$ cat src/rtl/cmtc_pkg.sv
// Shared definitions for the compare-match timer counter channel.
// Assumes a 3-bit register address space and at most 8 tick sources.
package cmtc_pkg;
    localparam int ADDR_W = 3;
    localparam int SEL_W  = 3;
    localparam int FLAG_W = 3;   // 0: RA match, 1: RC match, 2: overflow

    typedef enum logic [ADDR_W-1:0] {
        A_MODE = 3'd0,
        A_CMD  = 3'd1,
        A_RA   = 3'd2,
        A_RC   = 3'd3,
        A_CNT  = 3'd4,
        A_STAT = 3'd5,
        A_IEN  = 3'd6,
        A_IDIS = 3'd7
    } reg_addr_e;

    typedef struct packed {
        logic             rc_clr;    // bit6
        logic             ra_set;    // bit5
        logic             stop_rc;   // bit4
        logic             auto_rst;  // bit3
        logic [SEL_W-1:0] sel;       // bits 2..0
    } mode_t;

    localparam int MODE_W = $bits(mode_t);
endpackage

$ cat src/rtl/cmtc_clk_mux.sv
// Tick source selector: presents the tick line picked by the select code.
// Assumes ticks are one-cycle enables in the clk domain. The order is
// prescaled, then slow, then external. Codes beyond the source count give no tick.
module cmtc_clk_mux #(
    parameter int N_PRESC = 4,
    parameter int N_EXT   = 3,
    parameter int SEL_W   = 3
) (
    input  logic [N_PRESC-1:0] presc_tick,
    input  logic               slow_tick,
    input  logic [N_EXT-1:0]   ext_tick,
    input  logic [SEL_W-1:0]   sel,
    output logic               tick
);
    localparam int N_SRC = N_PRESC + 1 + N_EXT;

    logic [N_SRC-1:0] src;
    assign src = {ext_tick, slow_tick, presc_tick};

    // Pick the selected source by index.
    always_comb begin
        tick = 1'b0;
        for (int i = 0; i < N_SRC; i++) begin
            if (sel == SEL_W'(i)) tick = src[i];
        end
    end
endmodule

$ cat src/rtl/cmtc_counter.sv
// Counter core: the count register, the clock-enable state and the compare events.
// Assumes the command bits are single-cycle pulses from a register write.
// Events are judged on the count held at the tick edge.
module cmtc_counter #(
    parameter int CNT_W = 16
) (
    input  logic             clk,
    input  logic             rst_n,
    input  logic             tick,
    input  logic             auto_rst,
    input  logic             stop_rc,
    input  logic [CNT_W-1:0] ra,
    input  logic [CNT_W-1:0] rc,
    input  logic             cmd_en,
    input  logic             cmd_dis,
    input  logic             cmd_trig,
    output logic [CNT_W-1:0] count,
    output logic             running,
    output logic             ev_ra,
    output logic             ev_rc,
    output logic             ev_ovf
);
    logic adv;
    logic at_top;

    assign adv    = running && tick && !cmd_trig;
    assign at_top = (count == {CNT_W{1'b1}});
    assign ev_ra  = adv && (count == ra);
    assign ev_rc  = adv && (count == rc);
    assign ev_ovf = adv && at_top && !(auto_rst && (count == rc));

    // Count update: the trigger clears the count, otherwise it advances or restarts.
    always_ff @(posedge clk) begin
        if (!rst_n) begin
            count <= '0;
        end else if (cmd_trig) begin
            count <= '0;
        end else if (adv) begin
            if (auto_rst && (count == rc)) count <= '0;
            else                           count <= count + CNT_W'(1);
        end
    end

    // Clock-enable state: disable beats enable, and a one-shot match stops the clock.
    always_ff @(posedge clk) begin
        if (!rst_n)                       running <= 1'b0;
        else if (cmd_dis)                 running <= 1'b0;
        else if (cmd_en)                  running <= 1'b1;
        else if (ev_rc && stop_rc && auto_rst) running <= 1'b0;
    end
endmodule

$ cat src/rtl/cmtc_status.sv
// Status flags, interrupt mask and interrupt line.
// Assumes the read-clear pulse comes from a status read. Events in the same
// cycle as the clear are kept.
module cmtc_status #(
    parameter int FLAG_W = 3
) (
    input  logic              clk,
    input  logic              rst_n,
    input  logic [FLAG_W-1:0] ev,
    input  logic              rd_clr,
    input  logic              ien_wr,
    input  logic              idis_wr,
    input  logic [FLAG_W-1:0] wmask,
    output logic [FLAG_W-1:0] flags,
    output logic [FLAG_W-1:0] mask,
    output logic              irq
);
    // Latch events; a status read clears the older flags.
    always_ff @(posedge clk) begin
        if (!rst_n) flags <= '0;
        else        flags <= (flags & ~{FLAG_W{rd_clr}}) | ev;
    end

    // Mask update: IEN sets bits, IDIS clears them.
    always_ff @(posedge clk) begin
        if (!rst_n) begin
            mask <= '0;
        end else begin
            mask <= (mask | (ien_wr ? wmask : '0)) & ~(idis_wr ? wmask : '0);
        end
    end

    assign irq = |(flags & mask);
endmodule

$ cat src/rtl/cmtc_channel.sv
// Top of the compare-match timer counter channel: register file, command
// decode, read mux and waveform output. Assumes single-cycle read and write
// strobes; read data is registered and valid the cycle after rd_en.
module cmtc_channel #(
    parameter int CNT_W   = 16,
    parameter int N_PRESC = 4,
    parameter int N_EXT   = 3
) (
    input  logic                      clk,
    input  logic                      rst_n,
    input  logic                      wr_en,
    input  logic                      rd_en,
    input  logic [cmtc_pkg::ADDR_W-1:0] addr,
    input  logic [CNT_W-1:0]          wdata,
    output logic [CNT_W-1:0]          rdata,
    input  logic [N_PRESC-1:0]        presc_tick,
    input  logic                      slow_tick,
    input  logic [N_EXT-1:0]          ext_tick,
    output logic                      wave_out,
    output logic                      irq
);
    import cmtc_pkg::*;

    mode_t              mode_q;
    logic [CNT_W-1:0]   ra_q, rc_q, count;
    logic               tick, running;
    logic               ev_ra, ev_rc, ev_ovf;
    logic [FLAG_W-1:0]  flags, mask;
    logic               cmd_wr;

    assign cmd_wr = wr_en && (addr == A_CMD);

    // Configuration registers: mode and compare values.
    always_ff @(posedge clk) begin
        if (!rst_n) begin
            mode_q <= '0;
            ra_q   <= '0;
            rc_q   <= '0;
        end else if (wr_en) begin
            case (reg_addr_e'(addr))
                A_MODE:  mode_q <= mode_t'(wdata[MODE_W-1:0]);
                A_RA:    ra_q   <= wdata;
                A_RC:    rc_q   <= wdata;
                default: ;
            endcase
        end
    end

    cmtc_clk_mux #(.N_PRESC(N_PRESC), .N_EXT(N_EXT), .SEL_W(SEL_W)) mux_i (
        .presc_tick(presc_tick),
        .slow_tick (slow_tick),
        .ext_tick  (ext_tick),
        .sel       (mode_q.sel),
        .tick      (tick)
    );

    cmtc_counter #(.CNT_W(CNT_W)) cnt_i (
        .clk     (clk),
        .rst_n   (rst_n),
        .tick    (tick),
        .auto_rst(mode_q.auto_rst),
        .stop_rc (mode_q.stop_rc),
        .ra      (ra_q),
        .rc      (rc_q),
        .cmd_en  (cmd_wr && wdata[0]),
        .cmd_dis (cmd_wr && wdata[1]),
        .cmd_trig(cmd_wr && wdata[2]),
        .count   (count),
        .running (running),
        .ev_ra   (ev_ra),
        .ev_rc   (ev_rc),
        .ev_ovf  (ev_ovf)
    );

    cmtc_status #(.FLAG_W(FLAG_W)) stat_i (
        .clk    (clk),
        .rst_n  (rst_n),
        .ev     ({ev_ovf, ev_rc, ev_ra}),
        .rd_clr (rd_en && (addr == A_STAT)),
        .ien_wr (wr_en && (addr == A_IEN)),
        .idis_wr(wr_en && (addr == A_IDIS)),
        .wmask  (wdata[FLAG_W-1:0]),
        .flags  (flags),
        .mask   (mask),
        .irq    (irq)
    );

    // Waveform pin: an RC clear beats an RA set.
    always_ff @(posedge clk) begin
        if (!rst_n)                         wave_out <= 1'b0;
        else if (ev_rc && mode_q.rc_clr)    wave_out <= 1'b0;
        else if (ev_ra && mode_q.ra_set)    wave_out <= 1'b1;
    end

    // Registered read mux.
    always_ff @(posedge clk) begin
        if (!rst_n) begin
            rdata <= '0;
        end else if (rd_en) begin
            rdata <= '0;
            case (reg_addr_e'(addr))
                A_MODE: rdata[MODE_W-1:0] <= mode_q;
                A_RA:   rdata <= ra_q;
                A_RC:   rdata <= rc_q;
                A_CNT:  rdata <= count;
                A_STAT: rdata[FLAG_W:0] <= {running, flags};
                A_IEN:  rdata[FLAG_W-1:0] <= mask;
                default: ;
            endcase
        end
    end
endmodule


$ cat config.mk
export PLATFORM = sky130hd
export DESIGN_NAME = cmtc_channel
export DESIGN_NICKNAME = d
export VERILOG_FILES = /design/src/rtl/cmtc_pkg.sv /design/src/rtl/cmtc_clk_mux.sv /design/src/rtl/cmtc_counter.sv /design/src/rtl/cmtc_status.sv /design/src/rtl/cmtc_channel.sv
export SDC_FILE = /design/constraint.sdc
export NUM_CORES = 1
export LEC_CHECK = 0
export ABC_CLOCK_PERIOD_IN_PS = 2550
export BUFFER_PORTS_ARGS = -buffer_cell sky130_fd_sc_hd__buf_4
export CORE_MARGIN = 2
export CORE_UTILIZATION = 45
export CTS_CLUSTER_SIZE = 25
export DETAILED_ROUTE_END_ITERATION = 10
export GPL_ROUTABILITY_DRIVEN = 1
export GPL_TIMING_DRIVEN = 1
export PLACE_DENSITY = 0.75
export SETUP_SLACK_MARGIN = 0.4
export SLEW_MARGIN = 20
export SYNTH_ARGS = -nofsm -noshare
export SYNTH_HDL_FRONTEND = slang
export SYNTH_SLANG_ARGS = --single-unit
$ cat constraint.sdc
create_clock -name clk -period 2.55 [get_ports clk]
set_input_delay 0.3825 -clock clk [delete_from_list [all_inputs] [get_ports clk]]
set_output_delay 0.3825 -clock clk [all_outputs]
set_load 0.02 [all_outputs]
==> impl_metrics.json, run 1 <==
{
  "run_status": "finished, final reports clean",
  "start_util": 0.466,
  "grt_pass1_wl_um": 17700,
  "maxCapViolations": 0,
  "r2r_setup_slack_ns": 0.56,
  "clockRootBuffer": "clkbuf_8",
  "die-area_sq_um": 9910,
  "synth.largest_area_cell": "dfxtp_1",
  "drc_errors": 0,
  "r2r_end": "wave_out",
  "port_buffers": 48,
  "hold_depth": 3,
  "period_needed_ns": 1.99,
  "ys_seq_elements": 79,
  "die_y_um": 99.5,
  "synth_top_family_by_area": "simple AND/OR/NAND/NOR gates",
  "drt_first_pass_iters": 5,
  "cp_slowest_cell": "nor3_1",
  "area_growth_pct": 15.8,
  "synth_area_sq_um": 4110,
  "wl_per_cell_um": 16.8,
  "power_switching_uw": 648,
  "setup.worst_path.end": "wave_out",
  "synth.area.top_cells": "dfxtp_1 (39%), nand2_1 (6.9%), a21oi_1 (6.5%), xnor2_1 (6.2%), mux2i_1 (5.6%)",
  "fin_util": 0.540,
  "synth_top_area_share": 0.385,
  "drive_above_1_share": 0.159,
  "setup_tns_ns": 0,
  "crit_buf_inv": 0,
  "dpl_cell_area_sq_um": 4490,
  "worstHoldPathType": "input pin to register",
  "cp_data_arrival_time_ns": 2.27,
  "via_count": 3816,
  "h-tree-depth": 3,
  "synth_compound_area_frac": 0.150,
  "tightest_slew_ns": 0.735,
  "period_share": 0.779,
  "cpPeakStageDelay_ns": 0.62,
  "cts_tree": "built",
  "drtIter0Drc": 426,
  "slew_violations": 0,
  "grtUsageTotal": 0.224,
  "io_pins": 49,
  "clk_path_buf_depth": 2,
  "die_w_um": 99.5,
  "setup_viol": 0,
  "grt-ovfl-total": 0,
  "max_freq_mhz": 503,
  "cts_hold_buffers": 0,
  "crit_path_start": "mode_q[1]",
  "peakVddDrop_mv": 0.338,
  "pwr-share-clk": 0.413,
  "synth-simple-area-share": 0.244,
  "synthMuxAreaShare": 0.0698,
  "yosysUniqueCellTypes": 55,
  "r2r_start": "mode_q[1]",
  "end_kind": "register",
  "r2r.worst_path.cells": 5,
  "insertion_delay_ns": 0.36,
  "path_depth": 5,
  "rows": 34,
  "first_global_vias": 3546,
  "n_antenna_cell": 0,
  "clkTransAtPathRegs_ns": 0.08,
  "drtAntennaViolNets": 0,
  "p_leak_uw": 0.00178,
  "antenna_found_initial": 0,
  "async_flop_share": 0,
  "gp_congestion": 0.964,
  "post-dp-hpwl_um": 7910,
  "hold_viol_final": 0,
  "syn_inst": 510,
  "synth_ff_type": "dfxtp_1",
  "start_kind": "register",
  "vias_per_cell": 5.89,
  "synth_nets": 542,
  "pwr-share-seq": 0.493,
  "seq_area_frac_synth": 0.385,
  "fin_nets": 567,
  "yosys_warnings": 0,
  "core_area_sq_um": 8810,
  "mostFrequentLayoutCell": "dfxtp_1",
  "pwr-share-comb": 0.094,
  "max_slew_margin": 0.508,
  "crit_type": "register to register",
  "rsz0062_at_grt": "false",
  "grt_max_degree": 42,
  "clock_skew_ns": 0.00645,
  "worstPathCellList": "nor2_1 -> a22o_1 -> nor3_1 -> a31oi_1 -> a211oi_1",
  "synth_adder_area_share": 0.00305,
  "synth_xor_area_frac": 0.0959,
  "p_per_area_nw_per_um2": 542,
  "p_int_uw": 1930,
  "cts_num_sinks": 79,
  "swShare": 0.251,
  "critical-path-top-delay-family": "compound AO/OA/AOI/OAI gates",
  "wl_um": 10900,
  "required_ns": 2.83,
  "design_area_sq_um": 4760,
  "syn_area_per_cell_sq_um": 8.05,
  "synth_edf_count": 0,
  "cts_buffers": 9,
  "layout_common_cells": "dfxtp_1 (78), nand2_1 (76), buf_4 (57)",
  "critPathMaxFanout": 15
}
-- state kept, by name, summed over array words and instances, names as in the netlist --
| name | flops |
|---|---|
| cnt_i.count | 16 |
| cnt_i.running | 1 |
| mode_q | 7 |
| ra_q | 16 |
| rc_q | 16 |
| rdata | 16 |
| stat_i.flags | 3 |
| stat_i.mask | 3 |
| wave_out | 1 |
-- per-stage QoR --
step,hold slack (ns),setup WS (ns),total power [uW],cells
2_1_floorplan,0.436,0.783,1440,510
3_3_place_gp,0.447,0.523,1530,631
3_5_place_dp,0.460,0.457,1530,631
4_1_cts,0.262,0.452,2580,647
5_1_grt,0.268,0.440,2660,648
6_report,0.273,0.563,2580,648
-- layer usage --
| metal | routed length [um] | vias to the layer above | global-route usage |
|---|---|---|---|
| li1 | - | 1816 | - |
| met1 | 4750 | 1801 | 0.305 |
| met2 | 5030 | 178 | 0.344 |
| met3 | 891 | 21 | 0.0471 |
| met4 | 245 | 0 | 0.0991 |
| met5 | 0 | - | 0 |
-- power groups by stage --
stage	Clock [uW]	Sequential, uW	Combinational (uW)
after floorplan	0	1300	140
after global placement	0	1300	228
after detailed placement	0	1300	232
after CTS	1070	1270	233
after global routing	1130	1270	262
final	1060	1270	243
-- synth_stat cells, types with 8 or more instances --
| cell type | number |
|---|---|
| nand2_1 | 76 |
| xnor2_1 | 29 |
| dfxtp_1 | 79 |
| and2_1 | 14 |
| buf_2 | 8 |
| nor2_1 | 47 |
| o2bb2ai_1 | 9 |
| clkbuf_1 | 31 |
| nor4_1 | 15 |
| nand3_1 | 15 |
| mux2i_1 | 23 |
| a21oi_1 | 53 |
| xor2_1 | 16 |
| nand4_1 | 12 |
-- cells by family after synthesis --
kind of cell / Yosys count
AOI/OAI and AO/OA: 97
xor gates and xnor gates: 45
adders and majority gates: 1
buffers and inverters: 52
DFF: 79
muxes: 27
and+or+nand+nor: 209
-- how the worst min path moves through the flow --
| stage | start | to | slack, ns |
|---|---|---|---|
| floorplan | mode_q[6] | wave_out | 0.44 |
| global placement | rdata[0] | rdata[0] | 0.45 |
| detailed placement | rdata[0] | rdata[0] | 0.46 |
| CTS | wdata[10] | ra_q[10] | 0.26 |
| global route | wdata[10] | ra_q[10] | 0.27 |
| finish | wdata[8] | ra_q[8] | 0.27 |
-- worst min-delay path: stages --
cell     delay (ns)
buf_4          0.11
nand2_1        0.05
a21oi_1        0.05
-- what timing repair did --
item                                    CTS  global route
gates resized for setup                   0             3
setup buffers                             0             1
endpoints found under the setup margin    0            19
hold endpoints to repair                  0             0
-- layout make-up --
type,count,area (sq um)
clock buffer,10,138
clock inverter,6,93.8
fill,802,4050
inverter,8,30.0
multi-input combinational,379,2330
sequential,79,1580
tap,108,135
timing repair buffer,58,448
(Power assumes the default switching activity.)
==> inputs of run 2 (changes only) <==
--- a/config.mk
+++ b/config.mk
@@ -5,7 +5,7 @@
 export SDC_FILE = /design/constraint.sdc
 export NUM_CORES = 1
 export LEC_CHECK = 0
-export ABC_CLOCK_PERIOD_IN_PS = 2550
+export ABC_CLOCK_PERIOD_IN_PS = 1600
 export BUFFER_PORTS_ARGS = -buffer_cell sky130_fd_sc_hd__buf_4
 export CORE_MARGIN = 2
 export CORE_UTILIZATION = 45
@@ -13,7 +13,7 @@
 export DETAILED_ROUTE_END_ITERATION = 10
 export GPL_ROUTABILITY_DRIVEN = 1
 export GPL_TIMING_DRIVEN = 1
-export PLACE_DENSITY = 0.75
+export PLACE_DENSITY = 0.78
 export SETUP_SLACK_MARGIN = 0.4
 export SLEW_MARGIN = 20
 export SYNTH_ARGS = -nofsm -noshare
==> constraint.sdc (replaced) <==
create_clock -name clk -period 1.6 [get_ports clk]
set_input_delay 0.24 -clock clk [delete_from_list [all_inputs] [get_ports clk]]
set_output_delay 0.24 -clock clk [all_outputs]
set_load 0.02 [all_outputs]
==> impl_metrics.json, run 2 (synthesized netlist as in run 1, its figures left out) <==
{
  "run_status": "complete, but fails checks",
  "violations": "setup timing",
  "grt-ovfl-total": 0,
  "critPathMaxFanout": 15,
  "rows": 34,
  "cts_num_sinks": 79,
  "p_per_area_nw_per_um2": 725,
  "grt_max_degree": 40,
  "dp.cells": 709,
  "dpl_cell_area_sq_um": 5210,
  "regArea_sq_um": 1610,
  "clk_path_buf_depth": 2,
  "vias_per_cell": 5.88,
  "period_needed_ns": 1.78,
  "multi_input_comb_area_sq_um": 2540,
  "drt_first_pass_iters": 5,
  "drtAntennaViolNets": 0,
  "gp_congestion": 0.993,
  "period_share": 1.11,
  "first_global_vias": 3993,
  "drc_errors": 0,
  "hold_viol_final": 0,
  "die-area_sq_um": 9910,
  "worstHoldPathType": "input pin to register",
  "port_buffers": 48,
  "fillerInstances": 690,
  "timing.final.ws_setup_ns": -0.180,
  "h-tree-depth": 3,
  "antenna_found_initial": 0,
  "fin_nets": 646,
  "grtUsageTotal": 0.268,
  "wl_per_cell_um": 18.3,
  "cts_buffers": 9,
  "die_y_um": 99.5,
  "clkTransAtPathRegs_ns": 0.09,
  "cts_tree": "built",
  "start_kind": "register",
  "n_antenna_cell": 0,
  "clock_skew_ns": 0.00882,
  "via_count": 4277,
  "dp_slack_ns": -0.232,
  "maxCapViolations": 0,
  "peakVddDrop_mv": 0.454,
  "cts_hold_buffers": 0,
  "start_util": 0.466,
  "slew_violations": 0,
  "die_w_um": 99.5,
  "setup_viol": 20,
  "io_pins": 49,
  "design_area_sq_um": 5680,
  "area_growth_pct": 38.2,
  "p_leak_uw": 0.00227,
  "required_ns": 1.85,
  "tightest_slew_ns": 0.403,
  "drtIter0Drc": 637,
  "insertion_delay_ns": 0.36,
  "stdcell_count": 727,
  "crit_type": "register to register",
  "clockRootBuffer": "clkbuf_8",
  "end_kind": "register",
  "max_slew_margin": 0.732,
  "wl_um": 13300,
  "layout_common_cells": "buf_4 (119), nand2_1 (76), dfxtp_1 (57)",
  "p_total_uw": 4120,
  "r2r_setup_slack_ns": -0.18,
  "drive_above_1_share": 0.359,
  "max_freq_mhz": 562,
  "cp_data_arrival_time_ns": 2.03,
  "rsz0062_at_grt": "true",
  "post-dp-hpwl_um": 9510,
  "grt_pass1_wl_um": 20800,
  "mostFrequentLayoutCell": "buf_4",
  "core_area_sq_um": 8810
}
run 2: power by group:
part           leakage [uW]  switching (uW)  internal [uW]
Combinational       0.00153             296            253
Sequential         0.000650            28.9           1990
Clock             0.0000964             810            736
run 2: area by class of cell:
cell class	count	share of cell area
clock buffers	9	0.0218
clock inverters	7	0.0141
well taps	108	0.0238
repair buffers	137	0.204
multi-input cells	379	0.447
inverters	8	0.00529
flip-flops and latches	79	0.284
run 2: worst paths after layout:
check / startpoint / end / cells after the start
min reg2reg: rdata[0] / rdata[0] / 2
max reg2reg: mode_q[2] / cnt_i.count[0] / 6
max: mode_q[2] / cnt_i.count[0] / 6
min: wdata[9] / rc_q[9] / 3
run 2: critical path, cell delays in order (launching register included):
cell and delay [ns]:
dfxtp_4 0.37, mux2i_1 0.12, a22o_2 0.29, or4_4 0.51
o21ai_4 0.16, buf_12 0.15, nor2_1 0.06
run 2: what timing repair did:
action / CTS / global route
endpoints found under the setup margin: 30 / 42
hold endpoints to repair: 0 / 0
buffers inserted: 2 / 0
pin swaps: 5 / 24
gates resized for setup: 21 / 54
run 2: layer usage:
metal | share of wire | wire length, um | global-route usage
met1 | 0.42 | 5620 | 0.363
met2 | 0.47 | 6230 | 0.425
met3 | 0.087 | 1150 | 0.0618
met4 | 0.024 | 320 | 0.0832
met5 | 0 | 0 | 0
run 2: per-stage QoR:
step / util / setup TNS, ns / hold WS (ns)
floorplan: - / -1.69 / 0.362
global placement: 0.592 / -2.63 / 0.443
detailed placement: 0.592 / -4.07 / 0.451
CTS: 0.622 / -2.50 / 0.112
global route: 0.645 / -4.29 / 0.118
finish: 0.645 / -2.91 / 0.118
